==> src/rtl/apm_pkg.sv <==
package apm_pkg;
  localparam int BND_W = 3;
  localparam int WS_W  = 6;
  localparam int PWS_W = 4;

  typedef struct packed {
    logic            page;
    logic [WS_W-1:0] ws;
  } beat_sel_t;
endpackage

==> src/rtl/apm_bnd_decode.sv <==
module apm_bnd_decode #(
  parameter int AW = 16
) (
  input  logic [apm_pkg::BND_W-1:0] code,
  output logic                      en,
  output logic [AW-1:0]             mask
);
  always_comb begin
    en = (code != '0) && (code != '1);
    for (int i = 0; i < AW; i++) begin
      mask[i] = en && (i < int'(code) + 1);
    end
  end
endmodule

==> src/rtl/apm_burst_track.sv <==
module apm_burst_track #(
  parameter int AW = 16
) (
  input  logic          clk,
  input  logic          rst_n,
  input  logic          acc,
  input  logic          rd_cand,
  input  logic [AW-1:0] addr,
  input  logic          dw16,
  input  logic [AW-1:0] mask,
  input  logic          drop,
  output logic          cont,
  output logic          open
);
  logic [AW-1:0] nxt;
  logic [AW-1:0] step;

  assign step = {{(AW-2){1'b0}}, dw16, ~dw16};
  // continuation: same window, exact next address, no termination now
  assign cont = open && rd_cand && !drop && (addr == nxt) && |(addr & mask);

  always_ff @(posedge clk or negedge rst_n) begin
    if (!rst_n) begin
      open <= 1'b0;
      nxt  <= '0;
    end else if (acc) begin
      open <= rd_cand;
      nxt  <= addr + step;
    end else if (drop) begin
      open <= 1'b0;
    end
  end
endmodule

==> src/rtl/apm_beat_timer.sv <==
module apm_beat_timer #(
  parameter int WW = 6
) (
  input  logic          clk,
  input  logic          rst_n,
  input  logic          acc,
  input  logic [WW-1:0] ws_load,
  output logic          active,
  output logic          last,
  output logic          ready
);
  logic [WW-1:0] cnt;

  assign last  = active && (cnt == '0);
  assign ready = !active || last;

  always_ff @(posedge clk or negedge rst_n) begin
    if (!rst_n) begin
      active <= 1'b0;
      cnt    <= '0;
    end else if (acc) begin
      active <= 1'b1;
      cnt    <= ws_load;
    end else if (last) begin
      active <= 1'b0;
    end else if (active) begin
      cnt <= cnt - 1'b1;
    end
  end
endmodule

==> src/rtl/apm_burst_ctrl.sv <==
module apm_burst_ctrl #(
  parameter int AW = 16
) (
  input  logic                      clk,
  input  logic                      rst_n,
  input  logic [apm_pkg::BND_W-1:0] cfg_bnd,
  input  logic [apm_pkg::WS_W-1:0]  cfg_ws_full,
  input  logic [apm_pkg::PWS_W-1:0] cfg_ws_page,
  input  logic                      cfg_dw16,
  input  logic                      req_valid,
  output logic                      req_ready,
  input  logic [AW-1:0]             req_addr,
  input  logic                      req_write,
  input  logic                      req_area0,
  input  logic                      cs0_drop,
  output logic                      beat_active,
  output logic [apm_pkg::WS_W-1:0]  beat_ws,
  output logic                      beat_page,
  output logic                      beat_sample,
  output logic                      hold_cs
);
  import apm_pkg::*;

  logic          acc;
  logic          en;
  logic [AW-1:0] mask;
  logic          rd_cand;
  logic          cont;
  logic          open;
  beat_sel_t     sel;
  beat_sel_t     cur;

  assign acc     = req_valid && req_ready;
  assign rd_cand = en && req_area0 && !req_write;

  apm_bnd_decode #(.AW(AW)) u_dec (
    .code (cfg_bnd),
    .en   (en),
    .mask (mask)
  );

  apm_burst_track #(.AW(AW)) u_trk (
    .clk     (clk),
    .rst_n   (rst_n),
    .acc     (acc),
    .rd_cand (rd_cand),
    .addr    (req_addr),
    .dw16    (cfg_dw16),
    .mask    (mask),
    .drop    (cs0_drop),
    .cont    (cont),
    .open    (open)
  );

  always_comb begin
    sel.page = cont;
    sel.ws   = cont ? {{(WS_W-PWS_W){1'b0}}, cfg_ws_page} : cfg_ws_full;
  end

  always_ff @(posedge clk or negedge rst_n) begin
    if (!rst_n) cur <= '0;
    else if (acc) cur <= sel;
  end

  apm_beat_timer #(.WW(WS_W)) u_tmr (
    .clk     (clk),
    .rst_n   (rst_n),
    .acc     (acc),
    .ws_load (sel.ws),
    .active  (beat_active),
    .last    (beat_sample),
    .ready   (req_ready)
  );

  assign beat_ws   = cur.ws;
  assign beat_page = cur.page;
  assign hold_cs   = open;
endmodule

==> config.mk <==
export PLATFORM = sky130hd
export DESIGN_NAME = apm_burst_ctrl
export DESIGN_NICKNAME = d
export VERILOG_FILES = /design/src/rtl/apm_pkg.sv /design/src/rtl/apm_bnd_decode.sv /design/src/rtl/apm_burst_track.sv /design/src/rtl/apm_beat_timer.sv /design/src/rtl/apm_burst_ctrl.sv
export SDC_FILE = /design/constraint.sdc
export NUM_CORES = 1
export LEC_CHECK = 0
export ABC_AREA = 1
export BUFFER_PORTS_ARGS = -buffer_cell sky130_fd_sc_hd__buf_2
export CORE_UTILIZATION = 45
export DETAILED_ROUTE_END_ITERATION = 8
export PLACE_DENSITY = 0.78
export SKIP_LAST_GASP = 1
export SLEW_MARGIN = 20
export SYNTH_ARGS = -nofsm -noshare
export SYNTH_HDL_FRONTEND = slang
export SYNTH_SLANG_ARGS = --single-unit
==> constraint.sdc <==
create_clock -name clk -period 1.8 [get_ports clk]
set_input_delay 0.09 -clock clk [delete_from_list [all_inputs] [get_ports clk]]
set_output_delay 0.09 -clock clk [all_outputs]
set_load 0.05 [all_outputs]
* Word level (Yosys, flattened, before mapping)
Cells that the tools add are included.
W data, S select, Z words.
** Storage, ports and cells
- Input bits :: 36
- Word-level logic and storage cells :: 74
- Register bits :: 31
** Operators by class
- Equal/unequal tests :: 3
- Bitwise gates (word level) :: 2
- Add/sub/neg operators :: 3
- Magnitude comparators :: 16
- Muxes and demuxes :: 8
- Reductions and logical operators :: 36
** Operators with widths (number)
- $lt A5 B32 Y1 const A :: 8
- $lt A4 B32 Y1 const A :: 4
- $lt A3 B32 Y1 const A :: 2
- $lt A1 B32 Y1 const A :: 1
- $lt A2 B32 Y1 const A :: 1
- $logic_and A1 B1 Y1 :: 25
- $mux W6 :: 4
- $add A16 B2 Y16 :: 1
- $and A16 B16 Y16 :: 1
- $eq A16 B16 Y1 :: 1
- $reduce_or A16 Y1 :: 1
- $logic_not A6 Y1 :: 1
- $reduce_bool A2 Y1 :: 3
- $sub A6 B1 Y6 const B :: 1
- $add A3 B1 Y4 const B :: 1
- $mux W1 :: 4
- $logic_not A1 Y1 :: 3
- $ne A3 B3 Y1 const B :: 1
- $reduce_bool A3 Y1 :: 1
- $ne A2 B2 Y1 const B :: 1
- $reduce_and A2 Y1 :: 1
- $logic_or A1 B1 Y1 :: 1
- $not A1 Y1 :: 1

* Depth between registers and ports, before layout
- Word-level depth :: 10
- Depth in mapped cells :: 15
- Gate-level depth less buffers :: 15

* By module
From an unflattened synthesis, not the netlist that was laid out.
** Second synthesis, totals
- Cell total of the unflattened synthesis :: 393
- Area, all modules :: 2493.6 um^2
** By module, submodules not included
- apm_burst_track :: cells an instance 246, times used 1, area each 1487.7 um^2
- apm_beat_timer :: cells an instance 62, times used 1, area each 459.2 um^2
- apm_burst_ctrl :: cells an instance 47, times used 1, area each 346.6 um^2
- apm_bnd_decode :: cells an instance 38, times used 1, area each 200.2 um^2

* Worst setup path after synthesis
Ideal clock, no wire load.
- Path type :: register to register
- Start point :: register u_tmr.cnt[0]
- End point :: register u_tmr.cnt[5]
- Clock period less this slack :: 1.755 ns
- Required time :: 1.667 ns
- Path slack :: 0.045 ns
- Setup time :: 0.133 ns
- Stages on the path, launching flop included :: 11
- Arrival :: 1.622 ns
- Path buffers :: 1
- Cells stage by stage :: dfrtp_1 > inv_1 > ha_1 > nand4_1 > nand2_2 > inv_2 > nor2_1 > inv_1 > buf_2 > a31oi_1 > a22oi_1
** Between the ends
- Cells in the longest elaborated chain, start to end :: 6
- Elaborated cells between the ends (all ways) :: 11
- Classes of those cells :: add/sub: 1; eq/ne: 1; mux: 3; reduce/logical: 6
** Ends and longest elaborated chain
- start, declared :: RTL line apm_beat_timer.sv:12 : logic [WW-1:0] cnt;
- start signal, assigned :: RTL line apm_beat_timer.sv:23 : cnt <= ws_load;
- start signal, assigned :: RTL line apm_beat_timer.sv:27 : cnt <= cnt - 1'b1;
- $logic_not A6 Y1 (*) :: RTL line apm_beat_timer.sv:14 : assign last = active && (cnt == '0);
- $logic_and A1 B1 Y1 (*) :: RTL line apm_beat_timer.sv:14
- $logic_or A1 B1 Y1 (*) :: RTL line apm_beat_timer.sv:15 : assign ready = !active || last;
- net req_ready :: RTL line apm_burst_ctrl.sv:11 : output logic req_ready,
- $logic_and A1 B1 Y1 (*) :: RTL line apm_burst_ctrl.sv:33 : assign acc = req_valid && req_ready;
- $ne A2 B2 Y1 (no line) / $reduce_bool A2 Y1 (equally long branches)
- $reduce_and A2 Y1 (no line)
Mark *: on every way through the listed nets, which the timed path passes. The rest lies on a longest branch. The select of a mux whose other input is x is not followed.
A chain may end at the register's enable or synchronous reset.

* Worst setup path in the final report
- Start point :: input port cfg_dw16
- End point :: register u_trk.nxt[10]
** Between the ends
- Cells in the longest elaborated chain, start to end :: 2
** Ends and longest elaborated chain
- start, declared :: RTL line apm_burst_ctrl.sv:9 : input logic cfg_dw16,
- $not A1 Y1 :: RTL line apm_burst_track.sv:18 : assign step = {{(AW-2){1'b0}}, dw16, ~dw16};
- $add A16 B2 Y16 (*) :: RTL line apm_burst_track.sv:28 : nxt <= addr + step;
- end signal, assigned :: RTL line apm_burst_track.sv:28
- end, declared :: RTL line apm_burst_track.sv:15 : logic [AW-1:0] nxt;
Mark *: on every way between the ends. The rest lies on a longest branch, timed or not.

==> summary.md <==
| Metric | Value |
|---|---|
| Critical Path Sink Type | `flop` |
| Power dissipated by switching net loads | `roughly 1.5 mW` |
| Synth warnings | `0` |
| Die outline area | `around 5300 um2` |
| Max clock buf depth | `2` |
| CTS tree | `built` |
| Reported leakage power | `approximately 1.6 nW` |
| CP endpoint | `u_trk.nxt[10]` |
| Number of flip-flops and latches in the synthesized netlist | `31` |
| CP Max Fanout | `2` |
| Sequential standard cell area | `a little under 800 um2` |
| Number of remaining DRC errors | `0` |
| Power share of the combinational group | `a little under half` |
| GRT overflow | `0` |
| Reg power frac | `between 30% and 40%` |
| Post-synthesis average cell area | `6.56 um2` |
| Layout Nets | `about 450` |
| Count of inserted antenna diode cells | `0` |
| Maximum clock skew at final layout | `slightly above 0.007 ns` |
| Setup repair after global routing missed its margin | `true` |
| Number of max-capacitance violations reported | `0` |
| Actual transition at the worst max-transition pin | `0.705 ns` |
| Fraction of the yosys area taken by sequential cells | `around a third` |
| Initial Util | `47.1%` |
| R2R cell count | `9` |
| Final estimated routing congestion in global placement | `between 0.9 and 1` |
| Number of distinct standard cells referenced by the synthesized netlist | `29` |
| All-Layer GR Usage | `roughly a quarter` |
| Max H-tree Level | `2` |
| Internal Power | `approximately 1.9 mW` |
| Initial antenna violation count | `0` |
| Library cell with the largest summed area after synthesis | `sky130_fd_sc_hd__dfrtp_1` |
| Area of the core region | `between 4000 and 5000 um2` |
| Nets in the synthesized netlist | `about 390` |
| Critical register-to-register path endpoint | `u_trk.nxt[10]` |
| Pin count of the biggest net entering global routing | `32` |
| Final Hold Violating Endpoints | `0` |
| Minimum hold slack | `0.0513 ns` |
| Total power | `roughly 3.3 mW` |
| Shortest clock period the worst path allows after layout | `about 1.7 ns` |
| Drt initial violations | `around 160` |
| Switching part of the total power | `43.9%` |
| Critical path start-end classification | `in -> reg` |
| Beginning of the critical path | `cfg_dw16` |
| Clock tree root driver cell | `sky130_fd_sc_hd__clkbuf_8` |
| Ports placed on the boundary | `47` |
| Setup slack on the worst flop-to-flop path | `approximately 0.15 ns` |
| Clock-pin slew of the registers on the worst-case setup and hold paths | `around 0.07 ns` |
| Maximum VDD drop | `~0.58 mV` |
| DRT antenna net count | `0` |
| Max_slew headroom | `53.0%` |
| Number of max-slew violations in the final report | `0` |
| Aggregate routed wire length | `roughly 5700 um` |
| Final design instance area without fill | `around 2800 um2` |
| End-of-flow core utilization | `58.6%` |
| DR pass1 iterations | `4` |
| Hold_sp | `cfg_ws_page[0]` |
| Multi-input gate area | `between 1000 and 1500 um2` |
| Worst-Skew Late Latency | `a little under 0.3 ns` |
| Post-Syn Instances | `between 300 and 400` |
| Placed wire-length estimate | `around 4200 um` |
| Placement Cell Area | `2630 um2` |
| CP startpoint kind | `input port` |
| Detail-routed via count per cell | `5.00` |
| Run status | `finished clean` |
| HP Class | `in -> reg` |
| Total setup violations reported at the end of the flow | `0` |
| Number of filler instances in the final layout | `~470` |
| Post-Syn Area | `between 2000 and 2500 um2` |
| Number of clock buffers inserted by TritonCTS | `5` |
| Share of the clock period used by the worst path | `roughly 94%` |
| Data arrival time of the critical path | `1.84 ns` |
| Startpoint of the most critical register-to-register path | `u_tmr.cnt[1]` |
| Leading cell types by total area after synthesis | `sky130_fd_sc_hd__dfrtp_1 35%, sky130_fd_sc_hd__nand2_1 18%, sky130_fd_sc_hd__inv_1 10%, sky130_fd_sc_hd__nand3_1 6.0%, sky130_fd_sc_hd__nor2_1 5.2%` |
| Die Y-Extent | `about 73 um` |
| Fraction of final layout cells sized beyond drive strength 1 | `a little under a quarter` |
| Number of global-route vias before repair | `between 2k and 2.5k` |
| Power per cell area | `about 1200 nW/um2` |
| Port bufs | `between 40 and 50` |
| Growth of design area from synthesis to finish | `24.4%` |
| CP required | `~2.0 ns` |
| Fmax achieved | `roughly 590 MHz` |
| Top cell type's share of synthesized area | `34.7%` |
| Wire per inst | `roughly 12 um` |
| Number of placement rows | `25` |
| Total number of vias | `approximately 2.4k` |
| Clk network pwr share | `about 17%` |
| Global-route wire length before repair | `9500 um` |
| Die X | `just over 70 um` |
| CTS sink count | `31` |
## per-stage QoR
stage / setup slack [ns] / instances / setup TNS (ns)
after floorplan: 0.0448 / 341 / 0
after global placement: -0.164 / 462 / -0.460
after detailed placement: -0.245 / 462 / -0.789
after CTS: 0.0222 / 470 / 0
after global routing: -0.0144 / 472 / -0.0166
final: 0.116 / 472 / 0
## routing by layer
| metal | part of all wire, % | global-route usage, % |
|---|---|---|
| met5 | 0 | 0 |
| met3 | 4.2 | 4.44 |
| met1 | 46 | 31.9 |
| met2 | 49 | 38.6 |
| met4 | 1.1 | 6.54 |
## layout make-up
type                            count  area share, %
Clock buffer                        6           2.97
Clock inverter                      1          0.180
Inverter                           64           8.63
Multi-Input combinational cell    241           44.2
Sequential cell                    31           27.9
Tap cell                           67           3.01
Timing Repair Buffer               62           13.1
## placed cells by master, fill, tap and decap left out, types with 2 or more instances in the layout
| master | synthesis | layout |
|---|---|---|
| sky130_fd_sc_hd__nand2_1 | 105 | 104 |
| sky130_fd_sc_hd__inv_1 | 62 | 58 |
| sky130_fd_sc_hd__buf_2 | 2 | 46 |
| sky130_fd_sc_hd__dfrtp_1 | 31 | 31 |
| sky130_fd_sc_hd__nor2_1 | 31 | 28 |
| sky130_fd_sc_hd__nand3_1 | 27 | 26 |
| sky130_fd_sc_hd__o21ai_0 | 23 | 22 |
| sky130_fd_sc_hd__buf_4 | 2 | 14 |
| sky130_fd_sc_hd__a21oi_1 | 9 | 9 |
| sky130_fd_sc_hd__xor2_1 | 7 | 7 |
| sky130_fd_sc_hd__inv_2 | 2 | 6 |
| sky130_fd_sc_hd__clkbuf_8 | 0 | 6 |
| sky130_fd_sc_hd__nand4_1 | 5 | 5 |
| sky130_fd_sc_hd__ha_1 | 7 | 5 |
| sky130_fd_sc_hd__nand2_2 | 3 | 4 |
| sky130_fd_sc_hd__nor2_4 | 2 | 4 |
| sky130_fd_sc_hd__o21ai_1 | 3 | 4 |
| sky130_fd_sc_hd__nor2_2 | 2 | 3 |
| sky130_fd_sc_hd__o211ai_1 | 2 | 2 |
| sky130_fd_sc_hd__o22ai_1 | 2 | 2 |
| sky130_fd_sc_hd__nor3_1 | 3 | 2 |
| sky130_fd_sc_hd__xnor2_1 | 2 | 2 |
| sky130_fd_sc_hd__a22oi_1 | 2 | 2 |
| sky130_fd_sc_hd__ha_2 | 0 | 2 |
## power by group through the flow
stage          clock, mW  sequential [mW]  combinational (mW)
2_1_floorplan          0             1.46               0.838
3_3_place_gp           0             1.21                1.47
3_5_place_dp           0             1.22                1.52
4_1_cts            0.582             1.21                1.54
5_1_grt            0.616             1.26                1.73
6_report           0.575             1.21                1.56
## cell families after synthesis
logic type               Yosys count  share of synthesized area, %
AO/OA/AOI/OAI                     43                          10.3
AND/OR/NAND/NOR                  181                          34.7
flip-flops                        31                          34.7
adder cells (fa/ha/maj)            8                          4.81
XOR/XNOR                           9                          3.52
buffers and inverters             69                          12.0
## Yosys cell counts
cell type,count
sky130_fd_sc_hd__or2_2,1
sky130_fd_sc_hd__o22ai_1,2
sky130_fd_sc_hd__a22oi_1,2
sky130_fd_sc_hd__nand4_1,5
sky130_fd_sc_hd__nand3_1,27
sky130_fd_sc_hd__nand2_4,1
sky130_fd_sc_hd__ha_1,7
sky130_fd_sc_hd__nor2_2,2
sky130_fd_sc_hd__xnor2_1,2
sky130_fd_sc_hd__xor2_1,7
sky130_fd_sc_hd__dfrtp_1,31
sky130_fd_sc_hd__fa_1,1
sky130_fd_sc_hd__nor4_2,1
sky130_fd_sc_hd__nor2_4,2
sky130_fd_sc_hd__buf_2,2
sky130_fd_sc_hd__a31oi_1,1
sky130_fd_sc_hd__nor2_1,31
sky130_fd_sc_hd__o31ai_1,1
sky130_fd_sc_hd__inv_1,62
sky130_fd_sc_hd__o21ai_1,3
sky130_fd_sc_hd__o21ai_0,23
sky130_fd_sc_hd__o211ai_1,2
sky130_fd_sc_hd__clkbuf_1,1
sky130_fd_sc_hd__nor3_1,3
sky130_fd_sc_hd__buf_4,2
sky130_fd_sc_hd__nand2_1,105
sky130_fd_sc_hd__inv_2,2
sky130_fd_sc_hd__nand2_2,3
sky130_fd_sc_hd__a21oi_1,9
## how the worst min path moves through the flow
stage	end	slack, ns	depth (start not counted)
6_report	beat_ws[0]	0.05	3
5_1_grt	beat_ws[5]	0.06	3
4_1_cts	beat_ws[0]	0.05	3
3_5_place_dp	u_tmr.cnt[5]	0.20	1
3_3_place_gp	beat_ws[2]	0.19	1
2_1_floorplan	beat_page	-0.21	0
## registers in the layout, summed over array words and instances, names as in the netlist
name / count
u_tmr.cnt: 6
u_trk.nxt: 16
beat_ws: 6
u_tmr.active: 1
u_trk.open: 1
beat_page: 1
## critical path, stage by stage
cell                       delay, ns
sky130_fd_sc_hd__buf_2          0.10
sky130_fd_sc_hd__inv_1          0.07
sky130_fd_sc_hd__ha_2           0.17
sky130_fd_sc_hd__inv_1          0.05
sky130_fd_sc_hd__fa_2           0.35
sky130_fd_sc_hd__inv_2          0.07
sky130_fd_sc_hd__nand3_2        0.09
sky130_fd_sc_hd__nor2_4         0.14
sky130_fd_sc_hd__nand2_2        0.07
sky130_fd_sc_hd__nor2_2         0.11
sky130_fd_sc_hd__nand2_1        0.08
sky130_fd_sc_hd__buf_4          0.14
sky130_fd_sc_hd__o211ai_1       0.18
sky130_fd_sc_hd__o21ai_0        0.12
## what timing repair did
action,CTS,global route
endpoints found under the setup margin,0,27
buffers inserted,0,2
hold buffers,1,0
hold endpoints to repair,31,0
resized for setup,0,16
No activity file was read; power rests on OpenSTA's default activity.
